==> src/rtl/wdog_pkg.sv <==
package wdog_pkg;
  localparam int WORD_W   = 32;
  localparam int OFF_LOAD = 'h000;
  localparam int OFF_CNT  = 'h004;
  localparam int OFF_CTRL = 'h008;
  localparam int OFF_CLR  = 'h00C;
  localparam int OFF_RAW  = 'h010;
  localparam int OFF_MSK  = 'h014;
  localparam int OFF_LOCK = 'hC00;
  localparam int OFF_ITC  = 'hF00;
  localparam int OFF_ITO  = 'hF04;
  localparam int ID_BASE  = 'hFD0;
  localparam int ID_NUM   = 12;

  typedef struct packed {
    logic              loadWr;
    logic              intClr;
    logic [WORD_W-1:0] data;
  } wdogStrb_t;

  function automatic logic [7:0] idByte(input int idx, input bit alt);
    logic [7:0] b;
    case (idx)
      0:  b = alt ? 8'h00 : 8'h04;
      4:  b = alt ? 8'h05 : 8'h24;
      5:  b = alt ? 8'h18 : 8'hB8;
      6:  b = alt ? 8'h18 : 8'h1B;
      7:  b = alt ? 8'h01 : 8'h00;
      8:  b = 8'h0D;
      9:  b = 8'hF0;
      10: b = 8'h05;
      11: b = 8'hB1;
      default: b = 8'h00;
    endcase
    return b;
  endfunction
endpackage

==> src/rtl/wdog_core.sv <==
module wdog_core
  import wdog_pkg::*;
#(
  parameter logic [WORD_W-1:0] LOAD_INIT = '1
) (
  input  logic              clk,
  input  logic              rstN,
  input  logic              cntEn,
  input  wdogStrb_t         strb,
  output logic [WORD_W-1:0] loadVal,
  output logic [WORD_W-1:0] count,
  output logic              rawInt,
  output logic              rstSt
);
  logic running;
  logic atEnd;

  assign atEnd = (count <= WORD_W'(1));

  always_ff @(posedge clk) begin
    if (!rstN) begin
      loadVal <= LOAD_INIT;
      count   <= LOAD_INIT;
      running <= 1'b1;
      rawInt  <= 1'b0;
      rstSt   <= 1'b0;
    end else if (strb.loadWr) begin
      loadVal <= strb.data;
      count   <= strb.data;
      running <= 1'b1;
    end else if (strb.intClr) begin
      rawInt <= 1'b0;
      count  <= loadVal;
    end else if (cntEn && running) begin
      if (atEnd) begin
        if (!rawInt) begin
          rawInt <= 1'b1;
          count  <= loadVal;
        end else begin
          rstSt   <= 1'b1;
          running <= 1'b0;
          count   <= '0;
        end
      end else begin
        count <= count - WORD_W'(1);
      end
    end
  end

  AST_LOAD_RESTARTS: assert property (@(posedge clk) disable iff (!rstN)
    strb.loadWr |=> (running && count == $past(strb.data)));
  AST_FIRST_EXPIRY: assert property (@(posedge clk) disable iff (!rstN)
    (cntEn && running && count == WORD_W'(1) && !rawInt && !strb.loadWr && !strb.intClr)
      |=> (rawInt && !$rose(rstSt) && count == $past(loadVal)));
  AST_RST_AFTER_INT: assert property (@(posedge clk) disable iff (!rstN)
    $rose(rstSt) |-> $past(rawInt));
  AST_STOP_HOLDS: assert property (@(posedge clk) disable iff (!rstN)
    (!running && !strb.loadWr && !strb.intClr) |=> (count == $past(count)));
endmodule

==> src/rtl/wdog_regs.sv <==
module wdog_regs
  import wdog_pkg::*;
#(
  parameter int                ADDR_W     = 12,
  parameter bit                VARIANT    = 1'b0,
  parameter logic [WORD_W-1:0] UNLOCK_KEY = 32'h1ACC_E551
) (
  input  logic              clk,
  input  logic              rstN,
  input  logic              pSel,
  input  logic              pEnable,
  input  logic              pWrite,
  input  logic [ADDR_W-1:0] pAddr,
  input  logic [WORD_W-1:0] pWdata,
  output logic [WORD_W-1:0] pRdata,
  input  logic [WORD_W-1:0] loadVal,
  input  logic [WORD_W-1:0] count,
  input  logic              rawInt,
  input  logic              rstSt,
  output wdogStrb_t         strb,
  output logic              wdogInt,
  output logic              wdogRstReq
);
  localparam bit HAS_TEST = !VARIANT;

  logic [1:0] ctrlQ;
  logic       lockQ;
  logic       itcrQ;
  logic [1:0] itopQ;
  logic       wrAcc;
  logic       wrOk;
  logic       ctrlFrozen;

  function automatic logic hit(input logic [ADDR_W-1:0] a, input int off);
    return a == ADDR_W'(off);
  endfunction

  assign wrAcc      = pSel && pEnable && pWrite;
  assign wrOk       = wrAcc && (!lockQ || hit(pAddr, OFF_LOCK));
  assign ctrlFrozen = VARIANT && ctrlQ[0];

  assign strb.loadWr = wrOk && hit(pAddr, OFF_LOAD);
  assign strb.intClr = HAS_TEST && wrOk && hit(pAddr, OFF_CLR);
  assign strb.data   = pWdata;

  always_ff @(posedge clk) begin
    if (!rstN) begin
      ctrlQ <= '0;
      lockQ <= 1'b0;
      itcrQ <= 1'b0;
      itopQ <= '0;
    end else if (wrOk) begin
      if (hit(pAddr, OFF_LOCK)) lockQ <= (pWdata != UNLOCK_KEY);
      if (hit(pAddr, OFF_CTRL) && !ctrlFrozen) ctrlQ <= pWdata[1:0];
      if (HAS_TEST && hit(pAddr, OFF_ITC)) itcrQ <= pWdata[0];
      if (HAS_TEST && hit(pAddr, OFF_ITO)) itopQ <= pWdata[1:0];
    end
  end

  always_comb begin
    pRdata = '0;
    if (hit(pAddr, OFF_LOAD)) pRdata = loadVal;
    if (hit(pAddr, OFF_CNT))  pRdata = count;
    if (hit(pAddr, OFF_CTRL)) pRdata = WORD_W'(ctrlQ);
    if (hit(pAddr, OFF_RAW))  pRdata = WORD_W'(rawInt);
    if (hit(pAddr, OFF_MSK))  pRdata = WORD_W'(rawInt && ctrlQ[0]);
    if (hit(pAddr, OFF_LOCK)) pRdata = WORD_W'(lockQ);
    if (HAS_TEST && hit(pAddr, OFF_ITC)) pRdata = WORD_W'(itcrQ);
    for (int i = 0; i < ID_NUM; i++) begin
      if (hit(pAddr, ID_BASE + 4 * i)) pRdata = WORD_W'(idByte(i, VARIANT));
    end
  end

  always_comb begin
    if (itcrQ) begin
      wdogInt    = itopQ[1];
      wdogRstReq = itopQ[0];
    end else begin
      wdogInt    = rawInt && ctrlQ[0];
      wdogRstReq = rstSt && ctrlQ[1];
    end
  end

  AST_LOCK_BLOCKS_CTRL: assert property (@(posedge clk) disable iff (!rstN)
    (lockQ && wrAcc && hit(pAddr, OFF_CTRL)) |=> $stable(ctrlQ));
  AST_VARIANT_CTRL_STICKY: assert property (@(posedge clk) disable iff (!rstN)
    (VARIANT && ctrlQ[0]) |=> ctrlQ[0]);
  AST_NO_TEST_IN_VARIANT: assert property (@(posedge clk) disable iff (!rstN)
    VARIANT |-> !itcrQ);
endmodule

==> src/rtl/wdog_apb_twostage.sv <==
module wdog_apb_twostage
  import wdog_pkg::*;
#(
  parameter int                ADDR_W     = 12,
  parameter bit                VARIANT    = 1'b0,
  parameter logic [WORD_W-1:0] UNLOCK_KEY = 32'h1ACC_E551,
  parameter logic [WORD_W-1:0] LOAD_INIT  = '1
) (
  input  logic              pClk,
  input  logic              pResetN,
  input  logic              pSel,
  input  logic              pEnable,
  input  logic              pWrite,
  input  logic [ADDR_W-1:0] pAddr,
  input  logic [WORD_W-1:0] pWdata,
  output logic [WORD_W-1:0] pRdata,
  output logic              pReady,
  output logic              pSlvErr,
  input  logic              cntEn,
  output logic              wdogInt,
  output logic              wdogRstReq
);
  wdogStrb_t         strb;
  logic [WORD_W-1:0] loadVal;
  logic [WORD_W-1:0] count;
  logic              rawInt;
  logic              rstSt;

  assign pReady  = 1'b1;
  assign pSlvErr = 1'b0;

  wdog_regs #(
    .ADDR_W(ADDR_W), .VARIANT(VARIANT), .UNLOCK_KEY(UNLOCK_KEY)
  ) regs_i (
    .clk(pClk), .rstN(pResetN), .pSel(pSel), .pEnable(pEnable),
    .pWrite(pWrite), .pAddr(pAddr), .pWdata(pWdata), .pRdata(pRdata),
    .loadVal(loadVal), .count(count), .rawInt(rawInt), .rstSt(rstSt),
    .strb(strb), .wdogInt(wdogInt), .wdogRstReq(wdogRstReq)
  );

  wdog_core #(.LOAD_INIT(LOAD_INIT)) core_i (
    .clk(pClk), .rstN(pResetN), .cntEn(cntEn), .strb(strb),
    .loadVal(loadVal), .count(count), .rawInt(rawInt), .rstSt(rstSt)
  );

  AST_BUS_OK: assert property (@(posedge pClk) disable iff (!pResetN)
    (pReady && !pSlvErr));
endmodule

==> config.mk <==
export PLATFORM = sky130hd
export DESIGN_NAME = wdog_apb_twostage
export DESIGN_NICKNAME = d
export VERILOG_FILES = /design/src/rtl/wdog_pkg.sv /design/src/rtl/wdog_core.sv /design/src/rtl/wdog_regs.sv /design/src/rtl/wdog_apb_twostage.sv
export SDC_FILE = /design/constraint.sdc
export NUM_CORES = 1
export LEC_CHECK = 0
export ABC_AREA = 1
export BUFFER_PORTS_ARGS = -buffer_cell sky130_fd_sc_hd__buf_2
export CAP_MARGIN = 20
export CORE_ASPECT_RATIO = 1.5
export CORE_UTILIZATION = 45
export CTS_CLUSTER_DIAMETER = 120
export DETAILED_ROUTE_END_ITERATION = 10
export GPL_TIMING_DRIVEN = 0
export PLACE_DENSITY_LB_ADDON = 0.1
export SLEW_MARGIN = 10
export SYNTH_ARGS = -nofsm -noshare
export SYNTH_HDL_FRONTEND = slang
export SYNTH_SLANG_ARGS = --single-unit
==> constraint.sdc <==
create_clock -name pClk -period 3.7 [get_ports pClk]
set_input_delay 0.74 -clock pClk [delete_from_list [all_inputs] [get_ports pClk]]
set_output_delay 0.74 -clock pClk [all_outputs]
set_load 0.02 [all_outputs]
==> summary.txt, run 1 <==
Critical path
  • Crit end category: output pin
  • Crit-path cells: buf_2 -> nor2_4 -> nand2_1 -> nor2_1 -> nand2_1 -> clkbuf_1 -> o211ai_1 -> o211ai_1 -> nand2_1 -> buf_2
  • CP Class: input pin to output pin
  • Worst setup SP type: input pin
  • Slowest cell on the critical path: nor2_1
  • Critical path peak fanout: 10
  • Setup crit start: pAddr[1]
  • Critical R2R Launch: core_i.count[0]
  • Worst path buffer plus inverter count: 3
  • Crit path DAT: 2.76 ns
  • Top delay family on crit path: simple AND/OR/NAND/NOR gates
  • Most frequent CP cell: nand2_1
  • Req. time, crit path: around 3.0 ns
  • CP peak stage delay: 0.41 ns

GRT
  • GRT Util Overall: between 30% and 40%
  • Vias in the first global route: 5820
  • Global route overflow: 0
  • Largest net degree at the start of global routing: 14
  • First-pass GRT wire length: 30200 um
  • Initial antenna violation count: 0

Placed design
  • Dpl ws: 0.240 ns
  • Dpl cell area: a little over 0.006 mm^2
  • Port buffer count: 82
  • Post-DP HPWL: 15300 um
  • Placer Congestion: 0.976

STA
  • Unrepaired setup endpoints after global routing: no
  • Minimum clock period after layout: 3.50 ns
  • Worst hold margin: 0.456 ns
  • Final TNS setup: 0 ns
  • Max-slew headroom: roughly 43%
  • # setup viols final: 0
  • Final Skew: around 0.0066 ns
  • Fmax: 0.286 GHz
  • Tcrit/Tclk final: between 90 and 100%
  • Final Hold Violating Endpoints: 0
  • Worst setup margin: 0.203 ns
  • Pins over their slew limit: 0
  • Worst-Margin Slew: between 0.8 and 0.9 ns

Synthesis
  • Async S/R FF share, synth: 0%
  • Post-synthesis register bit count: 73
  • Mapped Area: 0.00544 mm^2
  • Syn Nets: between 900 and 1k
  • Post-Synthesis Cells: about 900
  • EDFF count, synth: 0
  • Synthesized area per cell: 5.95 um^2
  • Sequential-to-total area share from yosys stat: 26.9%
  • Number of unique standard cell types used by synthesis: 42
  • Prevailing post-synth register cell: dfxtp_1
  • Synth warn: 0

Floorplanning
  • I/O pins: 86
  • Die X: 91.7 um
  • Initial Util: 46.6%
  • Die span in y: 137 um
  • CORE AREA: 0.0117 mm^2
  • Die area: 0.0125 mm^2
  • Row cnt: 48

Pwr
  • Net Switching: 0.000520 W
  • Leak: 3.34 nW
  • Clock share of power: between 40% and 50%
  • Worst vdd ir: about 0.24 mV
  • Internal cell power: 0.00148 W
  • Sw Ratio: between 20% and 30%
  • PD cells: 314 mW/mm^2
  • Seq pwr share: 42.3%
  • Gate power share: 9.9%

Cells and area
  • Total inserted antenna cells: 0
  • Fillers: 1286
  • Final instance area: 0.00635 mm^2
  • Layout Nets: 1059
  • Share of cells above drive strength 1: 16.5%
  • Area delta synth->final: 16.9%
  • Most frequent cells in the layout: nand2_1, nand3_1, buf_2
  • Commonest non-fill, non-tap cell in the layout: nand2_1

Clock network
  • Worst skew pair latency: 0.34 ns
  • CTS tree: done
  • Max Buffers Root-to-Sink: 2
  • CTS resizes: 0
  • H-tree lvl count: 3
  • CTS clk-pin slew, worst paths: 0.06 ns
  • Clk sinks: 73
  • Post CTS Setup Buffer Count: 0
  • Hold-fix buffers, CTS: 0
  • Num CTS Buffers: 9
  • Root Driver: clkbuf_16

Status
  • Status: completed

Worst hold path
  • Worst Hold Class: flop to flop
  • Hold Path Origin: core_i.rstSt

Routing
  • Drt pass-1 iters: 7
  • Via/cell ratio: 5.35
  • DRC: 0
  • Initial DRC count: 356
  • Final WL: 19500 um
  • Vias post-DR: 6222
  • DR WL/cell: 16.8 um
  • DRT antenna net count: 0

Job
  • Max-cap violations: 0
-- path summary, 6_finish.rpt --
kind / endpoint / slack, ns / cells past startpoint
worst max-delay path: pRdata[1] / 0.20 / 10
worst min register to register: core_i.rstSt / 0.46 / 2
worst min-delay path: core_i.rstSt / 0.46 / 2
worst max register to register: core_i.count[14] / 1.29 / 14
-- metal layers --
| metal | part of all wire, % | global-route usage [%] |
|---|---|---|
| met5 | 0 | 0 |
| met4 | 5.7 | 20.4 |
| met3 | 4.7 | 4.06 |
| met2 | 50 | 57.9 |
| met1 | 39 | 34.9 |
-- cell families after synthesis --
family                     Yosys count  share of synthesized area [%]
other                                2                          0.138
xor gates and xnor gates            19                           3.06
DFF                                 73                           26.9
AOI/OAI and AO/OA                   95                           10.4
adders and majority gates            2                          0.460
and+or+nand+nor                    599                           49.1
buffers and inverters              124                           10.0
-- worst reg2reg max path: stages, from the launching register on --
cell     delay [ns]
dfxtp_1        0.36
inv_1          0.13
ha_1           0.25
nand2_2        0.13
nor2_4         0.22
nand4_1        0.11
nand2_1        0.14
nand2_2        0.20
and2_4         0.23
buf_6          0.13
buf_8          0.15
nand2_2        0.07
nand3_1        0.07
nand2_1        0.06
nand2_1        0.04
-- power groups by stage --
| stage | Sequential (W) | Clock (W) | Combinational [W] |
|---|---|---|---|
| 5_1_grt | 0.000846 | 0.00100 | 0.000218 |
| 6_report | 0.000844 | 0.000953 | 0.000198 |
| 3_3_place_gp | 0.000861 | 0 | 0.000195 |
| 3_5_place_dp | 0.000861 | 0 | 0.000195 |
| 2_1_floorplan | 0.000848 | 0 | 0.000126 |
| 4_1_cts | 0.000843 | 0.000966 | 0.000196 |
-- registers in the layout (all words and copies together), names as in the netlist --
signal / cells
core_i.running: 1
regs_i.ctrlQ: 2
core_i.loadVal: 32
regs_i.itopQ: 2
regs_i.lockQ: 1
core_i.count: 32
core_i.rstSt: 1
regs_i.itcrQ: 1
core_i.rawInt: 1
-- cells in the mapped netlist, types with 2 or more instances --
cell / instances / share of area [%]
buf_4: 3 / 0.41
a211oi_1: 4 / 0.55
buf_2: 9 / 0.83
inv_1: 80 / 5.5
conb_1: 2 / 0.14
nor4_1: 4 / 0.46
nand2_2: 16 / 1.8
nand3b_1: 4 / 0.55
inv_2: 3 / 0.21
o211ai_1: 4 / 0.55
o21ai_0: 40 / 3.7
a21oi_1: 30 / 2.8
nor2_2: 8 / 0.92
nor2_4: 6 / 1.2
nand4_1: 25 / 2.9
clkbuf_1: 19 / 1.3
a21oi_2: 8 / 1.3
xnor2_1: 8 / 1.3
o21bai_1: 3 / 0.41
nor3_1: 5 / 0.46
nand3_1: 129 / 12
dfxtp_1: 73 / 27
buf_6: 6 / 1.2
nand2_1: 309 / 21
xor2_1: 11 / 1.8
clkinv_1: 2 / 0.14
nor2_1: 85 / 5.9
nand2_4: 3 / 0.62
ha_1: 2 / 0.46
-- area by class of cell --
cell class                      instances  area [um^2]  area share (%)
Multi-Input combinational cell        717         3430            54.0
Sequential cell                        73         1460            23.0
Timing Repair Buffer                   82          410            6.46
Inverter                               85          319            5.02
Clock buffer                            9          225            3.54
Buffer                                 39          225            3.54
Tap cell                              150          188            2.95
Clock inverter                          7         95.1            1.50
-- metrics by stage --
stage               cells  util, %  total power (W)
floorplan             914        -         0.000974
global route         1162     54.5          0.00206
finish               1162     54.5          0.00199
detailed placement   1146     51.8          0.00106
global placement     1146     51.8          0.00106
CTS                  1162     54.5          0.00201
No activity file was read; power rests on OpenSTA's default activity.
==> run 2: changes to the inputs <==
--- a/config.mk
+++ b/config.mk
@@ -14,6 +14,7 @@
 export DETAILED_ROUTE_END_ITERATION = 10
 export GPL_TIMING_DRIVEN = 0
 export PLACE_DENSITY_LB_ADDON = 0.1
+export REMOVE_ABC_BUFFERS = 1
 export SLEW_MARGIN = 10
 export SYNTH_ARGS = -nofsm -noshare
 export SYNTH_HDL_FRONTEND = slang
==> run 2 against run 1 <==
  * Total power is 1.3% higher
  * Final area is 1.7% lower
  * Clock skew is 0.0021 ns higher
  * Flip-flop and latch count stayed put
  * Utilization is 0.90 points lower
  * Die area stayed put
==> summary.txt, run 2 (synthesis results as in run 1) <==
GRT
  • Largest net degree at the start of global routing: 41 (was 14)
  • Met2 usage: 53.8% (was 57.9%)
  • Global Route met1 Usage: 33.1% (was 34.9%)
  • Global route overflow: 0 (unchanged)
  • Initial antenna violation count: 0 (unchanged)
  • Busiest metal layer after global routing: met2 (unchanged)
  • Routing usage on met3: 4.06% (unchanged)
  • GRT Util Overall: 29.7% (was 31.9%)
  • Vias in the first global route: 5663 (was 5820)
  • First-pass GRT wire length: 28800 um (was 30200 um)

Critical path
  • Slowest cell on the critical path: nor2_2 (was nor2_1)
  • Req. time, crit path: 2.96 ns (about the same)
  • Crit end category: output pin (unchanged)
  • CP peak stage delay: 0.89 ns (was 0.41 ns)
  • Crit-path cells: buf_2 -> nor2_2 -> nand2_2 -> nor2_8 -> inv_2 -> nor2_2 -> nand2_1 -> nand2_1 -> o21ai_0 -> inv_1 -> buf_2 (was buf_2 -> nor2_4 -> nand2_1 -> nor2_1 -> nand2_1 -> clkbuf_1 -> o211ai_1 -> o211ai_1 -> nand2_1 -> buf_2)
  • Critical path peak fanout: 17 (was 10)
  • CP Class: input pin to output pin (unchanged)
  • Worst setup SP type: input pin (unchanged)
  • Reg2reg path depth: 12 (was 14)
  • Crit path DAT: 2.78 ns (was 2.76 ns)

Floorplanning
  • Die X: 91.7 um (unchanged)
  • Row cnt: 48 (unchanged)
  • I/O pins: 86 (unchanged)
  • Initial Util: 46.6% (unchanged)
  • Die span in y: 137 um (unchanged)
  • Die area: 0.0125 mm^2 (unchanged)
  • CORE AREA: 0.0117 mm^2 (unchanged)

Routing
  • DR WL/cell: 16.3 um (was 16.8 um)
  • Initial DRC count: 350 (was 356)
  • Via/cell ratio: 5.44 (was 5.35)
  • Final WL: 18400 um (was 19500 um)
  • DRC: 0 (unchanged)
  • DRT antenna net count: 0 (unchanged)
  • Vias post-DR: 6147 (was 6222)
  • Drt pass-1 iters: 5 (was 7)

STA
  • Worst-Margin Slew: 1.14 ns (was 0.849 ns)
  • Fmax: 0.284 GHz (was 0.286 GHz)
  • Pins over their slew limit: 0 (unchanged)
  • Final Skew: 0.00869 ns (was 0.00657 ns)
  • Max-slew headroom: 23.9% (was 42.9%)
  • Unrepaired setup endpoints after global routing: no (unchanged)
  • Worst hold margin: 0.467 ns (was 0.456 ns)
  • Final Hold Violating Endpoints: 0 (unchanged)
  • Minimum clock period after layout: 3.52 ns (was 3.50 ns)
  • Final TNS setup: 0 ns (unchanged)
  • # setup viols final: 0 (unchanged)
  • Tcrit/Tclk final: 95.1% (was 94.5%)

Clock network
  • Num CTS Buffers: 9 (unchanged)
  • Clk sinks: 73 (unchanged)
  • Max Buffers Root-to-Sink: 2 (unchanged)
  • Hold-fix buffers, CTS: 0 (unchanged)
  • H-tree lvl count: 3 (unchanged)
  • CTS clk-pin slew, worst paths: 0.06 ns (about the same)
  • CTS tree: done (unchanged)
  • Root Driver: clkbuf_16 (unchanged)
  • Post CTS Setup Buffer Count: 0 (unchanged)
  • Worst skew pair latency: 0.34 ns (about the same)

Cells and area
  • Share of cells above drive strength 1: 16.0% (was 16.5%)
  • Area delta synth->final: 15.0% (was 16.9%)
  • Regs by FF count: core_i.count (32), core_i.loadVal (32) (unchanged)
  • Commonest non-fill, non-tap cell in the layout: nand2_1 (unchanged)
  • Total inserted antenna cells: 0 (unchanged)
  • Layout Nets: 1026 (was 1059)
  • Most frequent cells in the layout: nand2_1, nand3_1, nor2_1 (was nand2_1, nand3_1, buf_2)

Pwr
  • PD cells: 323 mW/mm^2 (was 314 mW/mm^2)
  • Worst vdd ir: 0.215 mV (was 0.235 mV)
  • Pwr Total: 0.00202 W (was 0.00199 W)
  • Leak: 3.27 nW (was 3.34 nW)

Placed design
  • Placer Congestion: 0.952 (was 0.976)
  • Port buffer count: 83 (was 82)
  • Post-DP HPWL: 12400 um (was 15300 um)

Worst hold path
  • Hold Crit Depth: 2 (unchanged)
  • Worst Hold Class: flop to flop (unchanged)

Status
  • Status: completed (unchanged)

Job
  • Max-cap violations: 0 (unchanged)
==> run 2: timing repair <==
item | 4_1_cts | 5_1_grt
pin swaps | 1 | 1
gates cloned | 2 | 1
resized for setup | 2 | 2
endpoints found under the setup margin | 62 | 33
==> run 2: area by class of cell <==
type / count / area, um^2
Clock inverter: 4 / 73.8
Inverter: 85 / 323
Timing Repair inverter: 1 / 7.51
Multi-Input combinational cell: 719 / 3470
Tap cell: 150 / 188
Timing Repair Buffer: 85 / 470
Fill cell: 1323 / 5400
Clock buffer: 12 / 256
Sequential cell: 73 / 1460
==> run 2: layer usage <==
| metal | share of wire, % | vias to the layer above |
|---|---|---|
| met1 | 39 | 2809 |
| met3 | 5.4 | 59 |
| met4 | 5.0 | 0 |
| met5 | 0 | - |
| li1 | - | 3072 |
| met2 | 51 | 207 |
==> run 2: worst paths after layout <==
path	slack, ns	endpoint	start
max	0.18	pRdata[13]	pAddr[7]
min	0.47	regs_i.itopQ[0]	regs_i.itopQ[0]
max reg2reg	1.17	core_i.count[28]	core_i.count[0]
min reg2reg	0.47	regs_i.itopQ[0]	regs_i.itopQ[0]
==> run 2: report_power, final <==
group          total [W]  switching (W)  internal, W
sequential      0.000842      0.0000352     0.000807
clock           0.000987       0.000358     0.000629
combinational   0.000191       0.000118    0.0000732
==> run 2: stage by stage <==
step	util, %	instances	worst slack (ns)	instance area, um^2
2_1_floorplan	-	875	-0.553	5210
3_3_place_gp	49.9	1108	-2.94	5810
3_5_place_dp	50.5	1110	-1.02	5880
4_1_cts	53.5	1128	0.0810	6230
5_1_grt	53.6	1129	0.126	6250
6_report	53.6	1129	0.181	6250
==> run 2: worst max-delay path: cells and delay by family <==
kind                   cells  cell delay, ns
buffers and inverters      4            0.41
AOI/OAI and AO/OA          1            0.10
and+or+nand+nor            6            1.52
